===== src/rtl/burst_pkg.sv =====
package burst_pkg;
  localparam int BEAT_W = 2;

  function automatic logic [BEAT_W-1:0] beat_map(
    input logic [BEAT_W-1:0] start,
    input logic [BEAT_W-1:0] idx,
    input logic              interleave
  );
    if (interleave) beat_map = start ^ idx;
    else            beat_map = start + idx;
  endfunction
endpackage


===== src/rtl/burst_addr_reg.sv =====
module burst_addr_reg #(
  parameter int ADDR_W = 16
) (
  input  logic              clk,
  input  logic              rst_n,
  input  logic              load_evt,
  input  logic [ADDR_W-1:0] addr_in,
  output logic [ADDR_W-1:0] base_q
);
  always_ff @(posedge clk or negedge rst_n) begin
    if (!rst_n)        base_q <= '0;
    else if (load_evt) base_q <= addr_in;
  end

  AST_BASE_HOLD: assert property (@(posedge clk) disable iff (!rst_n)
    !load_evt |=> $stable(base_q));
endmodule


===== src/rtl/burst_beat_ctr.sv =====
module burst_beat_ctr
  import burst_pkg::*;
(
  input  logic              clk,
  input  logic              rst_n,
  input  logic              load_evt,
  input  logic              step_evt,
  output logic [BEAT_W-1:0] idx_q
);
  always_ff @(posedge clk or negedge rst_n) begin
    if (!rst_n)        idx_q <= '0;
    else if (load_evt) idx_q <= '0;
    else if (step_evt) idx_q <= idx_q + BEAT_W'(1);
  end

  AST_LOAD_RESTART: assert property (@(posedge clk) disable iff (!rst_n)
    load_evt |=> idx_q == '0);
  AST_STEP_ONE: assert property (@(posedge clk) disable iff (!rst_n)
    (step_evt && !load_evt) |=> idx_q == BEAT_W'($past(idx_q) + 1));
  AST_IDLE_HOLD: assert property (@(posedge clk) disable iff (!rst_n)
    (!step_evt && !load_evt) |=> $stable(idx_q));
endmodule


===== src/rtl/burst_seq_gen.sv =====
module burst_seq_gen
  import burst_pkg::*;
#(
  parameter int ADDR_W = 16
) (
  input  logic              clk,
  input  logic              rst_n,
  input  logic              load_ok,
  input  logic              strb_a_n,
  input  logic              strb_b_n,
  input  logic              adv_n,
  input  logic              order_il,
  input  logic [ADDR_W-1:0] addr_in,
  output logic [ADDR_W-1:0] addr_out
);
  localparam int UP_W = ADDR_W - BEAT_W;

  logic              any_strobe;
  logic              load_evt;
  logic              step_evt;
  logic [ADDR_W-1:0] base_q;
  logic [BEAT_W-1:0] idx_q;
  logic [BEAT_W-1:0] beat_lo;

  assign any_strobe = !strb_a_n || !strb_b_n;
  assign load_evt   = load_ok && any_strobe;
  assign step_evt   = !adv_n && strb_a_n && strb_b_n;

  burst_addr_reg #(.ADDR_W(ADDR_W)) u_base (
    .clk      (clk),
    .rst_n    (rst_n),
    .load_evt (load_evt),
    .addr_in  (addr_in),
    .base_q   (base_q)
  );

  burst_beat_ctr u_ctr (
    .clk      (clk),
    .rst_n    (rst_n),
    .load_evt (load_evt),
    .step_evt (step_evt),
    .idx_q    (idx_q)
  );

  assign beat_lo  = beat_map(base_q[BEAT_W-1:0], idx_q, order_il);
  assign addr_out = {base_q[ADDR_W-1:BEAT_W], beat_lo};

  AST_LOAD_CAPTURE: assert property (@(posedge clk) disable iff (!rst_n)
    load_evt |=> addr_out == $past(addr_in));
  AST_UPPER_FIXED: assert property (@(posedge clk) disable iff (!rst_n)
    !load_evt |=> addr_out[ADDR_W-1:BEAT_W] == $past(addr_out[ADDR_W-1:BEAT_W]));
  AST_UNQUAL_IGNORED: assert property (@(posedge clk) disable iff (!rst_n)
    (!load_ok && any_strobe && $stable(order_il)) |=> $stable(addr_out));
  initial assert (UP_W >= 1);
endmodule


===== config.mk =====
export PLATFORM = sky130hd
export DESIGN_NAME = burst_seq_gen
export DESIGN_NICKNAME = d
export VERILOG_FILES = /design/src/rtl/burst_pkg.sv /design/src/rtl/burst_addr_reg.sv /design/src/rtl/burst_beat_ctr.sv /design/src/rtl/burst_seq_gen.sv
export SDC_FILE = /design/constraint.sdc
export NUM_CORES = 1
export LEC_CHECK = 0
export ABC_CLOCK_PERIOD_IN_PS = 900
export CAP_MARGIN = 0
export CORE_MARGIN = 3
export CORE_UTILIZATION = 40
export CTS_BUF_LIST = sky130_fd_sc_hd__clkbuf_8
export DETAILED_ROUTE_END_ITERATION = 10
export DONT_BUFFER_PORTS = 1
export GPL_ROUTABILITY_DRIVEN = 0
export PLACE_DENSITY_LB_ADDON = 0.12
export SKIP_CTS_REPAIR_TIMING = 1
export SLEW_MARGIN = 0
export SYNTH_ARGS = -nofsm -noshare
export SYNTH_HDL_FRONTEND = slang
export SYNTH_HIERARCHICAL = 1
export SYNTH_SLANG_ARGS = --single-unit

===== constraint.sdc =====
create_clock -name clk -period 0.9 [get_ports clk]
set_clock_uncertainty 0.1 [all_clocks]
set_input_delay 0.09 -clock clk [delete_from_list [all_inputs] [get_ports clk]]
set_output_delay 0.09 -clock clk [all_outputs]
set_load 0.03 [all_outputs]

==> impl_metrics.env <==
export IMPL_ff2ff_setup_slack_ps=-150
export IMPL_syn_avg_cell_area_um2=16.42
export IMPL_wl_um=1813
export IMPL_synth_mux_area_share_pct=27.62
export IMPL_post_drt_wl_per_cell_um=15.36
export IMPL_areaGrowthSynthToFinish_pct=73.65
export IMPL_n_antenna_cell=0
export IMPL_hold_end="u_ctr/idx_q[1]"
export IMPL_fmax_mhz=717.6
export IMPL_ir_drop_mv=1.366
export IMPL_ys_types=14
export IMPL_io_buffers=0
export IMPL_seq_area_frac_synth_pct=57.14
export IMPL_fin_setup_tns_ps=-4176
export IMPL_ys_warn_count=6
export IMPL_start_util_pct=43.75
export IMPL_switching_power_uw=716.0
export IMPL_cp_max_fo=2
export IMPL_worstReg2RegEnd="u_ctr/idx_q[1]"
export IMPL_worst_pin_slew_ps=800.3
export IMPL_cts_path_max_buffers=2
export IMPL_synthesis_nets=72
export IMPL_period_needed_ps=1394
export IMPL_firstDrtPassIters=2
export IMPL_synth_top_family_by_area="multiplexers"
export IMPL_setup_viol=43
export IMPL_p_per_area_nw_per_um2=1824
export IMPL_pre_cts_ws_ps=-245.1
export IMPL_grt_pass1_vias=514
export IMPL_route_detailed_drc=0
export IMPL_slew_headroom_pct=46.47
export IMPL_cts_made_buffers=3
export IMPL_rows=15
export IMPL_syn_inst=48
export IMPL_antenna_left=0
export IMPL_clk_latency_ps=250
export IMPL_end_kind="output pin"
export IMPL_setup_slack_ps=-493.6
export IMPL_cts_root_buf="clkbuf_8"
export IMPL_layout_drive_gt1_share_pct=62.37
export IMPL_critPathArrivalTime_ps=1200
export IMPL_dp_hpwl_um=1253
export IMPL_synth_fa_ha_area_share_pct=1.587
export IMPL_cts_tree="done"
export IMPL_synth_area_um2=788.3
export IMPL_reg2reg_depth=3
export IMPL_synth_xor_area_share_pct=3.333
export IMPL_coreArea_um2=1802
export IMPL_period_share_pct=154.8
export IMPL_final_nets=118
export IMPL_antenna_found_initial=0
export IMPL_die_y_um=50.39
export IMPL_synth_seq_cells=18
export IMPL_io_pins=39
export IMPL_routed_via_density=4.559
export IMPL_die_w_um=50.39
export IMPL_synth_compound_gate_area_share_pct=2.381
export IMPL_fillers=116
export IMPL_pwr_share_clk_pct=25.6
export IMPL_holdPathStages=3
export IMPL_grt_max_degree=19
export IMPL_worstSetupPathType="flip-flop to output pin"
export IMPL_slew_violations=0
export IMPL_die_area_um2=2539
export IMPL_violations="setup timing"
export IMPL_grt_pass1_wl_um=2408
export IMPL_netSwitchingFraction_pct=28.68
export IMPL_r2r_start="u_ctr/idx_q[1]"
export IMPL_worstHoldStart="adv_n"
export IMPL_groute_usage_overall_pct=12.68
export IMPL_drt_iter0_drc=2
export IMPL_seqPwrFrac_pct=39.8
export IMPL_cts_sinks=18
export IMPL_leakagePower_uw=0.0006204
export IMPL_vias=538
export IMPL_yosys_area_share_simple_pct=3.968
export IMPL_hold_viol=0
export IMPL_gr_total_overflow=0
export IMPL_outcome="finished with violations"
export IMPL_clkTransAtPathRegs_ps=60
export IMPL_hold_path_class="primary input to flip-flop"
export IMPL_h_tree_depth=1
export IMPL_drv_cap=0
export IMPL_p_comb_share_pct=34.6
export IMPL_p_int_uw=1780
export IMPL_rsz0062_at_grt="yes"
export IMPL_required_ps=710
export IMPL_critPathLaunchType="flip-flop"
critical path, cell delays in order, from the launching register on:
cell and delay (ps):
dfrtp_1 390, ha_2 180, nor2b_4 140, xnor2_4 250
synth_stat cells (all sizes together):
cell,n,area [um2]
a21bo,1,10.01
a21oi,1,8.760
and2,1,6.260
buf,2,31.28
dfrtp,18,450.4
ha,1,12.51
mux2,16,217.7
nand2,1,3.750
nand3b,1,7.510
nor2,2,7.510
nor2b,1,6.260
xnor2,3,26.28
cell families (layout without fill, tap and decap cells):
group	Yosys count	in the layout
flops	18	18
mux	16	16
compound gates	2	2
buf+inv	2	47
xor+xnor	3	3
simple gates	6	6
fa+ha+maj	1	1
layout make-up:
type	instances	area, um2	area share, %
flip-flops and latches	18	455.4	33.27
repair buffers	43	450.4	32.91
multi-input cells	28	376.6	27.51
clock buffers	4	55.05	4.022
well taps	25	31.28	2.285
power by group through the flow:
stage          registers (uW)  clock network (uW)  logic [uW]
6_report                  995                 638         863
5_1_grt                  1000                 702         901
4_1_cts                   975                 658         679
3_5_place_dp              990                   0         676
3_3_place_gp              983                   0         664
2_1_floorplan            1150                   0         299
metrics by stage:
stage          cell area [um2]  instances  hold WS (ps)  total power [uW]  utilization (%)
6_report                  1369        118         17.19              2497            75.97
5_1_grt                   1369        118         20.68              2606            75.97
3_5_place_dp              1031         92        -305.1              1666            57.22
2_1_floorplan            848.3         48        -305.6              1453                -
4_1_cts                   1086         96        -573.4              2312            60.28
3_3_place_gp              1031         92        -305.1              1646            57.22
placed cells by master (no fill, tap or decap), types with 2 or more instances in the layout:
| cell type | n |
|---|---|
| dlygate4sd3_1 | 17 |
| buf_6 | 16 |
| dfrtp_1 | 14 |
| mux2_4 | 12 |
| buf_4 | 8 |
| clkbuf_8 | 4 |
| mux2_2 | 4 |
| dfrtp_2 | 4 |
| nor2_1 | 2 |
| xnor2_2 | 2 |
| buf_12 | 2 |
how the worst max path moves through the flow:
stage	start	endpoint	slack, ps	depth (start not counted)
after floorplan	u_ctr/idx_q[0]	addr_out[1]	-250	3
after global placement	u_base/base_q[0]	addr_out[1]	-230	3
after detailed placement	u_ctr/idx_q[0]	addr_out[1]	-250	3
after CTS	u_ctr/idx_q[0]	addr_out[1]	-520	3
after global routing	u_base/base_q[0]	addr_out[1]	-540	3
final	u_base/base_q[0]	addr_out[1]	-490	3
flip-flops by register name, summed over array words and instances (netlist names):
register	flops
u_ctr/idx_q	2
u_base/base_q	16
per-layer routing:
layer | vias to the layer above | GRT usage (%) | part of all wire [%]
met5 | - | 0 | 0
met4 | 0 | 2.691 | 0
met3 | 0 | 6.528 | 6.8
met2 | 25 | 21.09 | 50
met1 | 259 | 14.53 | 43
li1 | 254 | - | -
Power figures use the tool's default switching activity.
